File: src/rtl/hwm_pkg.sv
package hwm_pkg;

    localparam int unsigned DATA_W      = 32;
    localparam int unsigned FLAG_BASE   = 'h800;
    localparam int unsigned STATUS_ADDR = 'h014;
    localparam int unsigned COUNT_LSB   = 24;
    localparam int unsigned GROUP_SIZE  = 32;

    typedef struct packed {
        logic              ready;
        logic [DATA_W-1:0] rdata;
    } rsp_t;

    function automatic logic [DATA_W-1:0] status_word(input int unsigned n_locks);
        logic [DATA_W-1:0] w;
        w = '0;
        w[COUNT_LSB +: 4] = 4'(n_locks / GROUP_SIZE);
        return w;
    endfunction

endpackage

File: src/rtl/hwm_decode.sv
module hwm_decode #(
    parameter int unsigned NUM_LOCKS = 32,
    parameter int unsigned ADDR_W    = 12,
    localparam int unsigned IDX_W    = $clog2(NUM_LOCKS)
) (
    input  logic [ADDR_W-1:0] addr_i,
    output logic              flag_hit_o,
    output logic [IDX_W-1:0]  flag_idx_o,
    output logic              status_hit_o
);
    import hwm_pkg::*;

    localparam logic [ADDR_W-1:0] BASE_A = ADDR_W'(FLAG_BASE);
    localparam logic [ADDR_W-1:0] END_A  = ADDR_W'(FLAG_BASE + 4 * NUM_LOCKS);
    localparam logic [ADDR_W-1:0] STAT_A = ADDR_W'(STATUS_ADDR);

    logic [ADDR_W-1:0] offset;

    always_comb begin
        offset       = addr_i - BASE_A;
        flag_hit_o   = (addr_i >= BASE_A) && (addr_i < END_A) && (addr_i[1:0] == 2'b00);
        flag_idx_o   = offset[IDX_W+1:2];
        status_hit_o = (addr_i == STAT_A);
    end

endmodule

File: src/rtl/hwm_flag_cell.sv
module hwm_flag_cell (
    input  logic clk,
    input  logic rst_n,
    input  logic set_i,
    input  logic clr_i,
    output logic flag_o
);
    logic flag_d, flag_q;

    always_comb begin
        flag_d = flag_q;
        if (set_i)      flag_d = 1'b1;
        else if (clr_i) flag_d = 1'b0;
    end

    always_ff @(posedge clk or negedge rst_n) begin
        if (!rst_n) flag_q <= 1'b0;
        else        flag_q <= flag_d;
    end

    assign flag_o = flag_q;

endmodule

File: src/rtl/hwm_flag_array.sv
module hwm_flag_array #(
    parameter int unsigned NUM_LOCKS = 32,
    localparam int unsigned IDX_W    = $clog2(NUM_LOCKS)
) (
    input  logic             clk,
    input  logic             rst_n,
    input  logic             claim_i,
    input  logic             release_i,
    input  logic [IDX_W-1:0] idx_i,
    output logic             prev_o,
    output logic [NUM_LOCKS-1:0] flags_o
);
    logic [NUM_LOCKS-1:0] flags;

    for (genvar g = 0; g < NUM_LOCKS; g++) begin : g_cell
        logic sel;
        assign sel = (idx_i == IDX_W'(g));
        hwm_flag_cell u_cell (
            .clk    (clk),
            .rst_n  (rst_n),
            .set_i  (claim_i && sel),
            .clr_i  (release_i && !claim_i && sel),
            .flag_o (flags[g])
        );
    end

    assign prev_o  = flags[idx_i];
    assign flags_o = flags;


    poll_keeps_flags_chk: assert property (@(posedge clk) disable iff (!rst_n)
        (claim_i && prev_o) |=> (flags == $past(flags)));


    single_change_chk: assert property (@(posedge clk) disable iff (!rst_n)
        $countones(flags ^ $past(flags)) <= 1);


    claim_takes_chk: assert property (@(posedge clk) disable iff (!rst_n)
        claim_i |=> flags[$past(idx_i)]);

endmodule

File: src/rtl/hw_mutex_bank.sv
module hw_mutex_bank #(
    parameter int unsigned NUM_LOCKS = 32,
    parameter int unsigned ADDR_W    = 12
) (
    input  logic              clk,
    input  logic              rst_n,
    input  logic [ADDR_W-1:0] bus_addr,
    input  logic              bus_rd,
    input  logic              bus_wr,
    input  logic [31:0]       bus_wdata,
    output logic [31:0]       bus_rdata,
    output logic              bus_ready
);
    import hwm_pkg::*;

    localparam int unsigned IDX_W = $clog2(NUM_LOCKS);
    localparam logic [DATA_W-1:0] STATUS_VAL = status_word(NUM_LOCKS);

    initial begin
        if (!(NUM_LOCKS inside {32, 64, 128, 256}))
            $error("NUM_LOCKS must be 32, 64, 128 or 256");
    end

    logic             flag_hit, status_hit, prev_flag;
    logic [IDX_W-1:0] flag_idx;
    logic [NUM_LOCKS-1:0] flags;
    logic             claim, release_w;
    rsp_t             rsp_d, rsp_q;

    hwm_decode #(.NUM_LOCKS(NUM_LOCKS), .ADDR_W(ADDR_W)) u_decode (
        .addr_i       (bus_addr),
        .flag_hit_o   (flag_hit),
        .flag_idx_o   (flag_idx),
        .status_hit_o (status_hit)
    );

    assign claim     = bus_rd && flag_hit;
    assign release_w = bus_wr && !bus_rd && flag_hit && (bus_wdata == '0);

    hwm_flag_array #(.NUM_LOCKS(NUM_LOCKS)) u_array (
        .clk       (clk),
        .rst_n     (rst_n),
        .claim_i   (claim),
        .release_i (release_w),
        .idx_i     (flag_idx),
        .prev_o    (prev_flag),
        .flags_o   (flags)
    );

    always_comb begin
        rsp_d       = '0;
        rsp_d.ready = bus_rd || bus_wr;
        if (bus_rd) begin
            if (flag_hit)        rsp_d.rdata = {31'b0, prev_flag};
            else if (status_hit) rsp_d.rdata = STATUS_VAL;
        end
    end

    always_ff @(posedge clk or negedge rst_n) begin
        if (!rst_n) rsp_q <= '0;
        else        rsp_q <= rsp_d;
    end

    assign bus_ready = rsp_q.ready;
    assign bus_rdata = rsp_q.rdata;


    ready_follows_chk: assert property (@(posedge clk) disable iff (!rst_n)
        (bus_rd || bus_wr) |=> bus_ready);


    ready_idle_chk: assert property (@(posedge clk) disable iff (!rst_n)
        !(bus_rd || bus_wr) |=> !bus_ready);


    quiet_data_chk: assert property (@(posedge clk) disable iff (!rst_n)
        !bus_ready |-> (bus_rdata == '0));


    status_value_chk: assert property (@(posedge clk) disable iff (!rst_n)
        (bus_rd && status_hit) |=> (bus_rdata == STATUS_VAL));


    status_no_effect_chk: assert property (@(posedge clk) disable iff (!rst_n)
        status_hit |=> $stable(flags));


    miss_reads_zero_chk: assert property (@(posedge clk) disable iff (!rst_n)
        (bus_rd && !flag_hit && !status_hit) |=> (bus_rdata == '0));


    miss_no_effect_chk: assert property (@(posedge clk) disable iff (!rst_n)
        !flag_hit |=> $stable(flags));


    nonzero_write_chk: assert property (@(posedge clk) disable iff (!rst_n)
        (bus_wr && !bus_rd && (bus_wdata != '0)) |=> $stable(flags));

endmodule

File: config.mk
export PLATFORM = sky130hd
export DESIGN_NAME = hw_mutex_bank
export DESIGN_NICKNAME = d
export VERILOG_FILES = /design/src/rtl/hwm_pkg.sv /design/src/rtl/hwm_decode.sv /design/src/rtl/hwm_flag_cell.sv /design/src/rtl/hwm_flag_array.sv /design/src/rtl/hw_mutex_bank.sv
export SDC_FILE = /design/constraint.sdc
export NUM_CORES = 1
export LEC_CHECK = 0
export ABC_AREA = 1
export CAP_MARGIN = 0
export CORE_MARGIN = 4
export CORE_UTILIZATION = 45
export CTS_CLUSTER_DIAMETER = 150
export DETAILED_ROUTE_END_ITERATION = 6
export PLACE_DENSITY = 0.81
export RECOVER_POWER = 100
export SYNTH_ARGS = -nofsm -noshare
export SYNTH_HDL_FRONTEND = slang
export SYNTH_SLANG_ARGS = --single-unit
File: constraint.sdc
create_clock -name clk -period 2.6 [get_ports clk]
set_input_delay 0.26 -clock clk [delete_from_list [all_inputs] [get_ports clk]]
set_output_delay 0.26 -clock clk [all_outputs]
set_load 0.02 [all_outputs]
==> results of run 1 <==
[flip-flops by register name, indices dropped and copies added, names as in the netlist]
| signal | cells |
|---|---|
| u_array.g_cell.u_cell.flag_o | 32 |
| bus_rdata | 2 |
| bus_ready | 1 |
[Yosys cell counts (2+ instances only)]
library cell	instances	area share, %
buf_2	2	0.39
buf_4	35	10
buf_6	8	3.5
dfrtp_1	35	34
inv_1	22	3.2
inv_2	4	0.58
nand2_1	160	23
nand3_1	33	6.4
nand4_1	2	0.48
nand4_2	2	0.97
nor2_1	59	8.6
nor2_4	4	1.7
nor3_1	13	2.5
o21ai_0	8	1.5
[per-stage QoR]
stage / cell area [sq um] / worst slack [ps]
floorplan: 2700 / 1380
global placement: 2970 / 573
detailed placement: 2970 / 553
CTS: 3070 / 862
global route: 3060 / 418
finish: 3060 / 597
[final cells by class]
cell class	instances	area, sq um
multi-input cells	320	1350
fillers	554	2480
inverters	26	97.6
clock buffers	8	100
well taps	72	90.1
flip-flops and latches	35	876
repair buffers	56	541
[layer usage]
layer | part of all wire, % | GRT usage (%) | up-vias
li1 | - | - | 1257
met1 | 42 | 22.6 | 1116
met2 | 50 | 30.7 | 88
met3 | 7.4 | 4.05 | 7
met4 | 1.1 | 5.99 | 0
met5 | 0 | 0 | -
[worst register-to-register path, cell delays in order, from the launching register on]
cell	delay [ps]
dfrtp_1	380
nor2_1	50
o21ai_0	190
nand2_1	70
nand2_1	60
nand2_1	50
nor2_1	110
nor2_1	50
nor2_1	130
[logic make-up after synthesis]
group | share of synthesized area [%]
AND/OR/NAND/NOR | 46.1
flip-flops | 33.8
buffers and inverters | 17.9
AO/OA/AOI/OAI | 2.03
other | 0.145
[power groups by stage]
stage,clock network [uW],registers (uW),logic (uW)
floorplan,0,563,159
global placement,0,562,228
global route,473,552,252
CTS,446,552,231
finish,436,552,229
detailed placement,0,562,231
[worst paths after layout]
path                                             startpoint                                to  cells past startpoint
min in group asynchronous                             rst_n  u_array.g_cell[18].u_cell.flag_o                      2
max reg2reg                 u_array.g_cell[6].u_cell.flag_o                      bus_rdata[0]                      8
min reg2reg                u_array.g_cell[28].u_cell.flag_o  u_array.g_cell[28].u_cell.flag_o                      2
max                                                  bus_rd   u_array.g_cell[9].u_cell.flag_o                      8
max in group asynchronous                             rst_n  u_array.g_cell[24].u_cell.flag_o                      2
min                        u_array.g_cell[28].u_cell.flag_o  u_array.g_cell[28].u_cell.flag_o                      2
==> impl_results.md, run 1 <==
- Switching share of total power: 27.4%
- Final min period: 2000 ps
- Logic pwr share: 18.8%
- Routability cong.: 0.877
- YS warnings: 0
- CP max stage cell: clkbuf_2
- Clock Path Buffers: 2
- Register share of total power: 45.4%
- Nets: 492
- Worst-Skew Late Latency: 290 ps
- Largest delay share family, worst path: buffers and inverters
- Global route overflow: 0
- Buf/Inv on CP: 3
- Setup violators final: 0
- DR WL/cell: 12.0 um
- First-pass GRT wire length: 10400 um
- Setup crit end kind: register
- Clk pin slew, worst setup/hold paths: 70 ps
- Slew Viols, Final: 0
- Hold WC Path Type: reg -> reg
- Syn Area/Cell: 6.51 sq um
- Seq/Total Area, Yosys: 33.8%
- Relative slew margins: 41.2%
- Via count: 2468
- RSZ-0062 raised after global routing: no
- Reg2reg setup slack: 1460 ps
- WL final: 6210 um
- CP cell instances: dlygate4sd3_1 > inv_1 > nand4_1 > nor3_4 > clkbuf_2 > nand3_1 > nand2_1 > nand2_1
- Post-CTS setup buffers: 0
- Hold slack: 472 ps
- Crit-path max FO: 32
- Total power: 1220 uW
- Area delta synth->final: 18.0%
- Initial Util: 46.7%
- Final Hold Viols: 0
- Async set or reset register ratio after synthesis: 100%
- DIE AREA: 0.00703 sq mm
- Max-cap violations: 0
- Fmax: 499 MHz
- CP dominant cell by count: nand2_1
- P_leak: 0.00154 uW
- CP Class: in -> reg
- Number of global-route vias before repair: 2317
- Diodes inserted: 0
- Via-per-instance ratio: 4.77
- CTS Hold Bufs: 0
- Chip height: 83.9 um
- Synth Cell Area: 0.00259 sq mm
- Pint: 883 uW
- Share of cells above drive strength 1: 6.07%
- PD cells: 398 mW/mm^2
- Initial antenna violation count: 0
- IO Pins: 81
- DR iter-0 viols: 256
- CTS Root Cell: clkbuf_8
- Htree depth: 2
- Tcrit/Tclk final: 77.0%
- Clock share of power: 35.8%
- Worst Path Arrival: 2180 ps
- Commonest non-fill, non-tap cells in the layout: nand2_1, nor2_1, clkdlybuf4s50_1
- Clk sinks: 35
- Core ar.: 0.00554 sq mm
- Fin util: 55.2%
- Kind of start point of the critical path: input pin
- CP peak stage delay: 570 ps
- Dpl hpwl: 4410 um
- PortBufs: 50
- Worst endpoint required time: 2780 ps
- Pre-antenna DRT Iters: 4
- Yosys reg bits: 35
- Status: finished clean
- Post-synthesis cell count: 398
- Top_reg_cell synth: dfrtp_1
- Number of synthesized flops with an enable pin: 0
- Maximum vdd drop: 0.000203 V
- TNS Setup: 0 ps
- Synth unique cells: 25
- Chip width: 83.9 um
- Final Non-Filler Cells: 517
- Least-Margin Pin Slew: 882 ps
- Std cell rows: 27
- TritonCTS buffer count: 5
- GRT Total Usage: 18.1%
- ANT nets after route: 0
- Max Clock Skew: 6.83 ps
- PostCTS Resize Cnt: 0
- Most common cell after layout, fill and taps aside: nand2_1
- Residual DRC count: 0
- Number of placed instances, taps included: 509
- Switch Pwr: 333 uW
- Largest net degree at the start of global routing: 36
- TritonCTS clock tree: yes
(Power assumes the default switching activity.)
==> run 2: changes to the inputs <==
- CORE_UTILIZATION: 45 -> 43
- clock period: 2.6 -> 1.6 ns (I/O delays scaled with it)
==> run 2 against run 1 <==
  * Routed wire length up 1.8%
  * Cell count rose by 3.9%
  * Global-route usage increased by 0.078 points
  * Count of clock-buffer cells in the layout down 2
  * Cell area up 6.0%
  * Die area grew 4.2%
  * Hold slack better by 1.6 ps
  * Combinational power rose by 75%
  * First-iteration DRC count down 38%
  * Via count rose by 4.9%
  * Register-to-register slack worse by 980 ps
  * Worst setup slack worse by 470 ps
==> impl_results.md, run 2 (same netlist as run 1, synthesis figures left out) <==
- Status: finished clean
- PD cells: 585 mW/mm^2
- Crit-path max FO: 1
- Via-per-instance ratio: 4.82
- Largest delay share family, worst path: buffers and inverters
- PortBufs: 50
- Initial Util: 44.0%
- Via count: 2590
- Slew Viols, Final: 0
- CP cell instances: dlygate4sd3_1
- Share of cells above drive strength 1: 9.96%
- DIE AREA: 0.00733 sq mm
- WL final: 6320 um
- Hold WC Path Type: reg -> reg
- Diodes inserted: 0
- Worst endpoint required time: 1440 ps
- CP max stage cell: dlygate4sd3_1
- Least-Margin Pin Slew: 883 ps
- P_leak: 0.00164 uW
- Dpl hpwl: 4470 um
- Final min period: 1470 ps
- Most common cell after layout, fill and taps aside: nand2_1
- Nets: 511
- ANT nets after route: 0
- Number of global-route vias before repair: 2532
- Initial antenna violation count: 0
- WHS Endpoint: u_array.g_cell[4].u_cell.flag_o
- Number of placed instances, taps included: 531
- TritonCTS clock tree: yes
- RSZ-0062 raised after global routing: no
- Number of flip-flops under the largest register name: 32
- R2R Path Start: u_array.g_cell[1].u_cell.flag_o
- Final Non-Filler Cells: 537
- CP peak stage delay: 650 ps
- Area occupied by multi-input gates: 0.00136 sq mm
- Clk sinks: 35
- Buf/Inv on CP: 1
- DR iter-0 viols: 159
- Largest net degree at the start of global routing: 36
- Final Hold Viols: 0
- Max-cap violations: 0
- Commonest non-fill, non-tap cells in the layout: nand2_1, nor2_1, clkdlybuf4s50_1
- Worst Path Arrival: 1310 ps
- CTS Root Cell: clkbuf_8
- Fmax: 679 MHz
- Std cell rows: 28
- Residual DRC count: 0
- Reg2reg setup slack: 480 ps
- DP Worst Slack: -108 ps
- Maximum vdd drop: 0.000281 V
- Chip width: 85.6 um
- Area delta synth->final: 25.1%
- Setup violators final: 0
- Final Worst Setup Slack: 128 ps
- Tcrit/Tclk final: 92.0%
- CP Class: reg -> out
- TritonCTS buffer count: 5
- Setup crit end kind: primary output
- Max Clock Skew: 5.00 ps
- Layout fillers: 564
- Global route overflow: 0
- Hold Path Cell Cnt: 2
- DR WL/cell: 11.8 um
- HP Start: u_array.g_cell[4].u_cell.flag_o
- Clock Path Buffers: 2
- GRT Total Usage: 18.2%
- Clk pin slew, worst setup/hold paths: 70 ps
- First-pass GRT wire length: 10900 um
- Kind of start point of the critical path: register
- RR Endpoint: bus_rdata[0]
- FF-to-FF path depth: 8
- Htree depth: 2
- IO Pins: 81
- Relative slew margins: 41.2%
- Core ar.: 0.00589 sq mm
- Storage element area: 876 sq um
- Pre-antenna DRT Iters: 5
- Worst-Skew Late Latency: 290 ps
- Chip height: 85.6 um
- Routability cong.: 0.875
==> run 2: changes by cell type in the layout (fill, tap and decap cells not counted), moves of 2 or more <==
cell,delta
buf_4,+14
dlygate4sd3_1,-2
buf_12,+4
clkdlybuf4s50_1,+2
clkbuf_8,-2
==> run 2: final cells by class <==
cell class / count / area share [%]
Multi-Input combinational cell: 320 / 42.0
Sequential cell: 35 / 27.0
Timing Repair Buffer: 75 / 22.8
Inverter: 26 / 3.01
Tap cell: 75 / 2.90
Clock buffer: 6 / 2.24
==> run 2: report_power, final <==
part	internal, uW	switching [uW]
combinational	174	227
sequential	893	4.20
clock	290	309
==> run 2: what timing repair did <==
item,CTS,global route
gates resized for setup,0,1
hold endpoints to repair,0,0
hold buffers,0,0
buffers inserted,0,0
setup endpoints to repair,0,2
==> run 2: metrics by stage <==
step                      instance area [sq um]  utilization, %  TNS, ps  hold WS [ps]  power, uW
final                                      3240            55.1        0           473       1900
after global routing                       3240            55.1        0           499       1980
after CTS                                  3250            55.2        0           300       1910
after detailed placement                   3180            54.0    -1910           458       1320
after global placement                     3180            54.0     -688           455       1310
after floorplan                            2700               -        0          -136       1170
==> run 2: worst max-delay path by stage <==
stage	startpoint	end	slack, ps	cells after the start
after global placement	bus_addr[2]	u_array.g_cell[12].u_cell.flag_o	-110	8
after CTS	bus_addr[2]	u_array.g_cell[28].u_cell.flag_o	170	8
after floorplan	bus_addr[7]	u_array.g_cell[5].u_cell.flag_o	480	7
after detailed placement	bus_addr[2]	u_array.g_cell[12].u_cell.flag_o	-110	8
final	bus_rdata[24]	bus_rdata[24]	130	1
after global routing	bus_rd	u_array.g_cell[15].u_cell.flag_o	40	8
==> run 2: layer usage <==
layer	GRT usage [%]	part of all wire, %	vias up
li1	-	-	1292
met1	21.4	39	1168
met2	32.1	49	117
met3	4.42	9.3	13
met4	6.04	1.9	0
met5	0	0	-
==> run 3: changes to the inputs <==
- ABC_AREA: 1 -> default
- PLACE_DENSITY: 0.81 -> 0.8
==> run 3 against run 2 <==
  * The flow now finishes with violations (setup timing)
  * Cell count fell by 21%
  * Register-to-register slack got worse by 470 ps
  * Critical path depth rose by 5
  * Clock skew rose by 1.4 ps
  * Cell area rose by 29%
  * First-iteration DRC count rose by 63%
  * Sequential share of layout area fell by 6.1 points
  * Sequential power barely moved
  * Synthesized area rose by 2.5%
  * Clock power rose by 12%
  * Worst setup slack got worse by 170 ps
  * Critical endpoint is now u_array.g_cell[6].u_cell.flag_o
==> impl_results.md, run 3 <==
- Status: finished, violations left
- Failing checks: setup timing
- Layout fillers: 386
- CP startpoint: bus_wdata[6]
- DIE AREA: 0.00749 sq mm
- Relative slew margins: 40.9%
- Layer with the highest usage: met2
- Least-Margin Pin Slew: 887 ps
- Number of global-route vias before repair: 2358
- Slew Viols, Final: 0
- Largest net degree at the start of global routing: 36
- Hold WC Path Type: in -> reg
- Initial antenna violation count: 0
- Chip width: 86.6 um
- DR iter-0 viols: 259
- Synth area leader: dfrtp_1
- P_leak: 0.00176 uW
- Top_reg_cell synth: dfrtp_1
- TritonCTS buffer count: 5
- Commonest non-fill, non-tap cells in the layout: buf_4, dfrtp_1, o21ai_1
- Worst-Skew Late Latency: 300 ps
- Dpl hpwl: 4880 um
- Final Worst Setup Slack: -39.2 ps
- Residual DRC count: 0
- Async set or reset register ratio after synthesis: 100%
- Core ar.: 0.00596 sq mm
- Nets: 396
- GR Util met2: 34.6%
- Worst Path Arrival: 1800 ps
- CTS Hold Bufs: 0
- CTS Root Cell: clkbuf_8
- Final Non-Filler Cells: 423
- Most common cell after layout, fill and taps aside: buf_4
- Yosys top cell area share: 33.0%
- Maximum vdd drop: 0.000439 V
- Pre-antenna DRT Iters: 5
- Clk sinks: 35
- Clk pin slew, worst setup/hold paths: 70 ps
- Post-synthesis cell count: 253
- Hold slack: 185 ps
- WL final: 9680 um
- Synth area leaders: dfrtp_1, o41ai_2, buf_4
- Crit-path max FO: 8
- Global route overflow: 0
- Clock Path Buffers: 2
- Routability cong.: 0.871
- Std cell rows: 28
- Initial Util: 44.6%
- Area delta synth->final: 57.8%
- Number of placed instances, taps included: 398
- DR WL/cell: 22.9 um
- Diodes inserted: 0
- Final min period: 1640 ps
- Seq/Total Area, Yosys: 33.0%
- First-pass GRT wire length: 11700 um
- CP Class: in -> reg
- Via count: 2645
- Synth Cell Area: 0.00265 sq mm
- Syn Area/Cell: 10.5 sq um
- GRT Total Usage: 19.8%
- Setup violators final: 6
- Fmax: 610 MHz
- Share of cells above drive strength 1: 38.8%
- DP Worst Slack: -388 ps
- Max Clock Skew: 6.44 ps
- Via-per-instance ratio: 6.25
- Tcrit/Tclk final: 102%
- YS warnings: 0
- Top-count cell post-synth: dfrtp_1
- Kind of start point of the critical path: input pin
- IO Pins: 81
- Max-cap violations: 0
- Yosys reg bits: 35
- Number of flip-flops under the largest register name: 32
- Leading post-synthesis cells by instance count: dfrtp_1, o21ai_1, buf_4
- Number of synthesized flops with an enable pin: 0
- R2R Path Start: u_array.g_cell[20].u_cell.flag_o
- ANT nets after route: 0
- GR Util met1: 25.0%
- HP Start: bus_wr
- PD cells: 491 mW/mm^2
- Htree depth: 2
- Setup crit end kind: register
- GR Util met3: 3.99%
- PortBufs: 50
- Synth unique cells: 32
- Total power: 2060 uW
- Final Hold Viols: 0
- Worst endpoint required time: 1760 ps
- TritonCTS clock tree: yes
- Chip height: 86.6 um
run 3: cell count changes in the layout (fill, tap and decap cells not counted), sizes merged, moves of 19 or more:
cell	before	now
inv	26	3
buf	23	54
dlymetal6s2s	0	19
nor2	64	4
o41ai	0	32
clkdlybuf4s50	45	19
nand2	161	18
nand3	33	14
o21ai	9	33
run 3: final timing paths:
check	end	slack, ps	cells past startpoint
max in group asynchronous	u_array.g_cell[8].u_cell.flag_o	530	2
setup / recovery	u_array.g_cell[6].u_cell.flag_o	-40	6
min in group asynchronous	bus_ready	520	2
hold reg to reg	u_array.g_cell[19].u_cell.flag_o	530	2
setup reg to reg	bus_rdata[0]	10	4
hold / removal	bus_ready	180	2
run 3: logic make-up after synthesis:
group / synth area share [%]
DFF: 33.0
AOI/OAI and AO/OA: 26.0
and+or+nand+nor: 17.9
muxes: 8.30
other: 0.141
buffers and inverters: 14.7
run 3: final cells by class:
| cell class | instances | area (sq um) | share of cell area [%] |
|---|---|---|---|
| multi-input cells | 188 | 1820 | 43.4 |
| repair buffers | 115 | 1300 | 31.1 |
| flip-flops and latches | 35 | 876 | 20.9 |
| well taps | 75 | 93.8 | 2.24 |
| clock buffers | 6 | 82.6 | 1.97 |
| inverters | 3 | 11.3 | 0.269 |
| clock inverters | 1 | 5.00 | 0.120 |
run 3: worst max-delay path, stage by stage:
cell and delay, ps:
clkdlybuf4s50_1 470, nor4_4 230, nand4_4 230, buf_12 230, o41ai_4 330, o21ai_1 140
run 3: what timing repair did:
item                       4_1_cts  5_1_grt
resized for setup               24       50
buffers inserted                 5        2
pin swaps                       11       40
gates cloned                     2        9
setup endpoints to repair       21       33
run 3: stage by stage:
step                cell area [sq um]  TNS (ps)  util, %
CTS                              3700   -0.0138     62.1
floorplan                        2760         0        -
finish                           4190      -114     70.3
global placement                 3420     -8740     57.5
detailed placement               3420    -10700     57.5
global route                     4190     -1010     70.3
run 3: routing by layer:
metal	wire length (um)	up-vias
met5	0	-
met4	508	0
met3	966	55
met2	4920	197
met1	3280	1291
li1	-	1102
run 3: power breakdown:
part	internal, uW	switching [uW]
Combinational	233	253
Sequential	892	7.17
Clock	338	331
